===== config.mk =====
export PLATFORM = sky130hd
export DESIGN_NAME = cellguard_ctrl
export DESIGN_NICKNAME = d
export VERILOG_FILES = /design/src/rtl/cellguard_pkg.sv /design/src/rtl/cellguard_dly_timer.sv /design/src/rtl/cellguard_bleed_bank.sv /design/src/rtl/cellguard_cond_track.sv /design/src/rtl/cellguard_ctrl.sv
export SDC_FILE = /design/constraint.sdc
export NUM_CORES = 1
export LEC_CHECK = 0
export ABC_CLOCK_PERIOD_IN_PS = 3200
export CAP_MARGIN = 20
export CORE_MARGIN = 4
export CORE_UTILIZATION = 49
export CTS_CLUSTER_SIZE = 24
export DETAILED_ROUTE_END_ITERATION = 10
export PLACE_DENSITY = 0.77
export SYNTH_ARGS = -nofsm -noshare
export SYNTH_HDL_FRONTEND = slang
export SYNTH_SLANG_ARGS = --single-unit

===== constraint.sdc =====
create_clock -name clk -period 3.2 [get_ports clk]
set_input_delay 0.32 -clock clk [delete_from_list [all_inputs] [get_ports clk]]
set_output_delay 0.32 -clock clk [all_outputs]
set_load 0.005 [all_outputs]

===== src/rtl/cellguard_pkg.sv =====
package cellguard_pkg;
   typedef struct packed {
      logic chg_stop;
      logic dsg_stop;
      logic pdn;
   } cg_cond_t;

   localparam cg_cond_t CG_COND_RESET = '{chg_stop: 1'b0, dsg_stop: 1'b1, pdn: 1'b1};
endpackage


===== src/rtl/cellguard_dly_timer.sv =====
module cellguard_dly_timer #(
   parameter int DLY_W = 8
) (
   input  logic             clk,
   input  logic             rst_n,
   input  logic             tick,
   input  logic             qual,
   input  logic [DLY_W-1:0] limit,
   output logic             expire
);
   localparam int CNT_W = DLY_W + 1;

   logic [CNT_W-1:0] cnt_q;
   logic [CNT_W-1:0] cnt_inc;

   assign cnt_inc = cnt_q + 1'b1;
   assign expire  = qual && tick && (cnt_inc >= {1'b0, limit});

   always_ff @(posedge clk or negedge rst_n) begin
      if (!rst_n) begin
         cnt_q <= '0;
      end else if (!qual || expire) begin
         cnt_q <= '0;
      end else if (tick) begin
         cnt_q <= cnt_inc;
      end
   end
endmodule


===== src/rtl/cellguard_bleed_bank.sv =====
module cellguard_bleed_bank #(
   parameter int NCELL = 3
) (
   input  logic             clk,
   input  logic             rst_n,
   input  logic             set_evt,
   input  logic [NCELL-1:0] cell_hi,
   input  logic [NCELL-1:0] cell_hi_rel,
   output logic [NCELL-1:0] bleed
);
   for (genvar gi = 0; gi < NCELL; gi++) begin : g_cell
      always_ff @(posedge clk or negedge rst_n) begin
         if (!rst_n) begin
            bleed[gi] <= 1'b0;
         end else if (set_evt && cell_hi[gi]) begin
            bleed[gi] <= 1'b1;
         end else if (!cell_hi_rel[gi]) begin
            bleed[gi] <= 1'b0;
         end
      end
   end
endmodule


===== src/rtl/cellguard_cond_track.sv =====
module cellguard_cond_track
   import cellguard_pkg::*;
#(
   parameter int NCELL = 3
) (
   input  logic             clk,
   input  logic             rst_n,
   input  logic             chg_expire,
   input  logic             dsg_expire,
   input  logic [NCELL-1:0] bleed,
   input  logic [NCELL-1:0] cell_hi_rel,
   input  logic [NCELL-1:0] cell_lo_rel,
   input  logic             load_lvl1,
   input  logic             load_lvl3,
   input  logic             chg_present,
   output cg_cond_t         cond
);
   cg_cond_t cond_d;
   logic     flagged_high;
   logic     all_lo_rel;

   assign flagged_high = |(bleed & cell_hi_rel);
   assign all_lo_rel   = &cell_lo_rel;

   always_comb begin
      cond_d = cond;
      if (chg_expire) begin
         cond_d.chg_stop = 1'b1;
      end else if (cond.chg_stop && (load_lvl1 || !chg_present || !flagged_high)) begin
         cond_d.chg_stop = 1'b0;
      end
      if (dsg_expire) begin
         cond_d.dsg_stop = 1'b1;
         cond_d.pdn      = 1'b1;
      end else begin
         if (load_lvl3) begin
            cond_d.pdn = 1'b0;
         end
         if (all_lo_rel && (!cond.pdn || load_lvl3)) begin
            cond_d.dsg_stop = 1'b0;
         end
      end
   end

   always_ff @(posedge clk or negedge rst_n) begin
      if (!rst_n) begin
         cond <= CG_COND_RESET;
      end else begin
         cond <= cond_d;
      end
   end
endmodule


===== src/rtl/cellguard_ctrl.sv =====
module cellguard_ctrl
   import cellguard_pkg::*;
#(
   parameter int NCELL = 3,
   parameter int DLY_W = 8
) (
   input  logic             clk,
   input  logic             rst_n,
   input  logic             tick,
   input  logic [DLY_W-1:0] chg_dly,
   input  logic [DLY_W-1:0] dsg_dly,
   input  logic [NCELL-1:0] cell_hi,
   input  logic [NCELL-1:0] cell_hi_rel,
   input  logic [NCELL-1:0] cell_lo,
   input  logic [NCELL-1:0] cell_lo_rel,
   input  logic             load_lvl1,
   input  logic             load_lvl3,
   input  logic             cur_fault,
   input  logic             chg_present,
   input  logic             ctl_pin,
   input  logic             ctl_rev,
   output logic             chg_en,
   output logic             dsg_en,
   output logic [NCELL-1:0] bleed,
   output logic             pwr_down
);
   if (NCELL < 1) begin : g_bad_ncell
      $error("cellguard_ctrl: NCELL must be at least 1");
   end
   if (DLY_W < 1 || DLY_W > 30) begin : g_bad_dly
      $error("cellguard_ctrl: DLY_W must lie in 1..30");
   end

   cg_cond_t cond;
   logic     chg_qual;
   logic     dsg_qual;
   logic     chg_expire;
   logic     dsg_expire;
   logic     inhibit;

   assign chg_qual = (|cell_hi) && chg_present && !cond.chg_stop;
   assign dsg_qual = (|cell_lo) && !cond.dsg_stop;

   cellguard_dly_timer #(.DLY_W(DLY_W)) u_chg_timer (
      .clk    (clk),
      .rst_n  (rst_n),
      .tick   (tick),
      .qual   (chg_qual),
      .limit  (chg_dly),
      .expire (chg_expire)
   );

   cellguard_dly_timer #(.DLY_W(DLY_W)) u_dsg_timer (
      .clk    (clk),
      .rst_n  (rst_n),
      .tick   (tick),
      .qual   (dsg_qual),
      .limit  (dsg_dly),
      .expire (dsg_expire)
   );

   cellguard_bleed_bank #(.NCELL(NCELL)) u_bleed (
      .clk         (clk),
      .rst_n       (rst_n),
      .set_evt     (chg_expire),
      .cell_hi     (cell_hi),
      .cell_hi_rel (cell_hi_rel),
      .bleed       (bleed)
   );

   cellguard_cond_track #(.NCELL(NCELL)) u_track (
      .clk         (clk),
      .rst_n       (rst_n),
      .chg_expire  (chg_expire),
      .dsg_expire  (dsg_expire),
      .bleed       (bleed),
      .cell_hi_rel (cell_hi_rel),
      .cell_lo_rel (cell_lo_rel),
      .load_lvl1   (load_lvl1),
      .load_lvl3   (load_lvl3),
      .chg_present (chg_present),
      .cond        (cond)
   );

   assign inhibit  = ctl_rev ? !ctl_pin : ctl_pin;
   assign chg_en   = !cond.chg_stop && !cur_fault && !inhibit;
   assign dsg_en   = !cond.dsg_stop && !cur_fault && !inhibit;
   assign pwr_down = cond.pdn;
endmodule


==> summary.md <==
| Metric | Value |
|---|---|
| Avg Cell Area, Syn | around 9.5 sq um |
| Avg WL per Cell | 14.0 microns |
| Largest net degree at the start of global routing | 25 |
| Clk_skew | approximately 14 ps |
| Crit Path Max Fanout | 10 |
| Initial Util | ~53% |
| Slew headroom | between 50% and 60% |
| Syn-to-layout area delta | 32.5% |
| Crit-path max cell delay | between 400 and 500 ps |
| First-pass GRT wire length | roughly 6.4 mm |
| Required @ worst endpoint | between 3000 and 4000 ps |
| FMAX | between 300 and 400 MHz |
| Leakage power total | about 1.1 nW |
| Fin nets | 277 |
| Max-Cap Viols | 0 |
| Status | completed |
| Reg2Reg Capture Point | u_chg_timer.cnt_q[6] |
| Register area share after synthesis | between 30% and 40% |
| Vias in the first global route | 1489 |
| Root buffer cell | clkbuf_4 |
| Vias | 1423 |
| Final Util | between 60% and 70% |
| Diode count | 0 |
| Routability cong. | about 0.83 |
| R2R setup slack | between 300 and 400 ps |
| Share of layout cells above drive strength 1 | under 10% |
| CP Launch Type | register |
| 1st-pass router iterations | 5 |
| Max VDD drop | roughly 0.25 mV |
| Die width | about 66 microns |
| Final setup TNS | 0 ps |
| Yosys warns | 0 |
| CTS tree | done |
| HP Class | in -> async |
| Critical Path Sink | u_chg_timer.cnt_q[6] |
| RSZ-0062 raised after global routing | no |
| Synth unique cells | 37 |
| Post-synth EDFFs | 0 |
| Cell family with most CP delay | simple AND/OR/NAND/NOR gates |
| Synthesis-stage register bit count | 24 |
| Die area | about 4400 sq um |
| Crit path depth | 10 |
| Post-CTS Hold Buffers | 0 |
| Critical Path AT | between 3000 and 4000 ps |
| Primary FF master, synth | dfrtp_1 |
| Tmin final | between 2000 and 3000 ps |
| Crit path buf inv count | 0 |
| Worst setup path startpoint | u_chg_timer.cnt_q[2] |
| DRC violations left | 0 |
| Worst-path clk slew | around 140 ps |
| All-Layer GR Usage | a little under a fifth |
| WS Path Type | reg -> reg |
| Measured slew at the worst slew-check pin | just over 700 ps |
| Setup Fix Bufs, Post-CTS | 0 |
| # IOs | 43 |
| Initial antenna violation count | 0 |
| Core ar. | between 3000 and 4000 sq um |
| CTS H-tree lvls | 1 |
| Critical path, cell by cell | and3_2, nand3_1, nor2_1, xor2_1, ha_1, and3_1, a221oi_1, and4_1, o21ai_0, a31oi_1 |
| Power per Cell Area | 347 nW/um^2 |
| WL final | ~3.7 mm |
| Synthesized area | around 1600 sq um |
| Iteration-0 DRC Markers | 47 |
| Via/cell ratio | 5.37 |
| Remaining Overflow, GRT | 0 |
| Slowest CP cell | dfrtp_1 |
| Antenna-violating nets left | 0 |
| CTS buffer count | 3 |
| Worst skew pair latency | 320 ps |
| Clk buf depth | 2 |
| Rows | 20 |
| Die Y | about 66 microns |
| Asr flop ratio synth | between 90% and 100% |
| Post_cts resized | 0 |
| Type of destination of the critical path | register |
| Reg-to-reg startpoint | u_chg_timer.cnt_q[2] |
| Filler cells | 250 |
| Final Setup Violations | 0 |
| Post-Synthesis Cells | between 150 and 200 |
| PortBufs | 42 |
| Pins Over Slew Limit | 0 |
| Mapped Nets | ~230 |
| Fin. Hold Viols | 0 |
| Period utilization | a little under 90% |
| Design area | approximately 2200 sq um |
| CTS sink cnt | 24 |
| Post-DP HPWL | ~3.1 mm |
| Dpl cell area | ~2100 sq um |
| FF-to-FF path depth | 10 |
-- worst min path at each step --
stage                           end  slack, ps  depth (start not counted)
4_1_cts             u_track.cond[1]        520                          2
2_1_floorplan      u_bleed.bleed[0]         20                          0
6_report       u_chg_timer.cnt_q[5]        260                          1
5_1_grt        u_chg_timer.cnt_q[5]        250                          1
3_5_place_dp   u_dsg_timer.cnt_q[8]        490                          1
3_3_place_gp   u_dsg_timer.cnt_q[8]        490                          1
-- cell families after synthesis --
| group | after synthesis | share of synthesized area, % |
|---|---|---|
| simple gates | 65 | 22.0 |
| compound gates | 38 | 16.4 |
| flops | 24 | 36.6 |
| fa+ha+maj | 18 | 13.7 |
| buf+inv | 16 | 4.10 |
| xor+xnor | 11 | 5.85 |
| mux | 2 | 1.29 |
-- cells in the final DEF, fill, tap and decap left out, types with 4 or more instances in the layout --
cell / n
clkdlybuf4s50_1: 42
dfrtp_1: 22
ha_1: 18
nand2_1: 16
inv_1: 15
a22o_1: 10
nand3_1: 9
a21oi_1: 8
a21o_1: 7
nor2_1: 6
xnor2_1: 6
o21ai_0: 6
xor2_1: 5
nand2b_1: 5
nor3_1: 5
and3_1: 4
-- stage by stage --
stage                     hold slack, ps  power [mW]  std cells  worst slack [ps]
after floorplan                     24.4       0.496        174               782
after detailed placement             486       0.598        260               435
after global routing                 250       0.810        265               144
after global placement               486       0.587        260               559
final                                256       0.757        265               385
after CTS                            516       0.761        264               405
-- sequential cells by signal (all words and copies together), names as in the netlist --
| signal | cells |
|---|---|
| u_chg_timer.cnt_q | 9 |
| u_dsg_timer.cnt_q | 9 |
| u_bleed.bleed | 3 |
| u_track.cond | 3 |
-- synthesized netlist by cell type, types with 2 or more instances --
library cell,count,area (sq um)
a21o_1,7,52.6
a21oi_1,8,40.0
a22o_1,10,87.6
a22o_2,2,20.0
and2_1,3,18.8
and3_1,4,25.0
and4_1,2,17.5
dfrtp_1,22,551
dfstp_2,2,52.6
ha_1,18,225
inv_1,15,56.3
nand2_1,16,60.1
nand2b_1,5,31.3
nand3_1,9,45.0
nand4_1,3,18.8
nor2_1,6,22.5
nor2b_1,2,12.5
nor3_1,5,25.0
o21ai_0,6,30.0
or2_2,3,18.8
xnor2_1,6,52.6
xor2_1,5,43.8
-- final cells by class --
class	count	area (sq um)	area share (%)
multi-input cells	134	976	44.7
flip-flops and latches	24	603	27.6
repair buffers	44	455	20.9
inverters	15	56.3	2.58
well taps	44	55.1	2.52
clock buffers	4	36.3	1.66
-- report_power, final --
part	switching, mW	internal, mW	total [mW]
registers	0.0338	0.331	0.364
clock network	0.0922	0.0694	0.162
logic	0.105	0.126	0.231
total	0.231	0.526	0.757
-- metal layers --
layer | up-vias | track usage (%) | share of wire [%]
met5 | - | 0 | 0
met2 | 34 | 33.3 | 50
met1 | 668 | 22.3 | 44
met3 | 2 | 3.74 | 6.0
met4 | 0 | 5.08 | 0.54
li1 | 719 | - | -
Power figures use the tool's default switching activity.
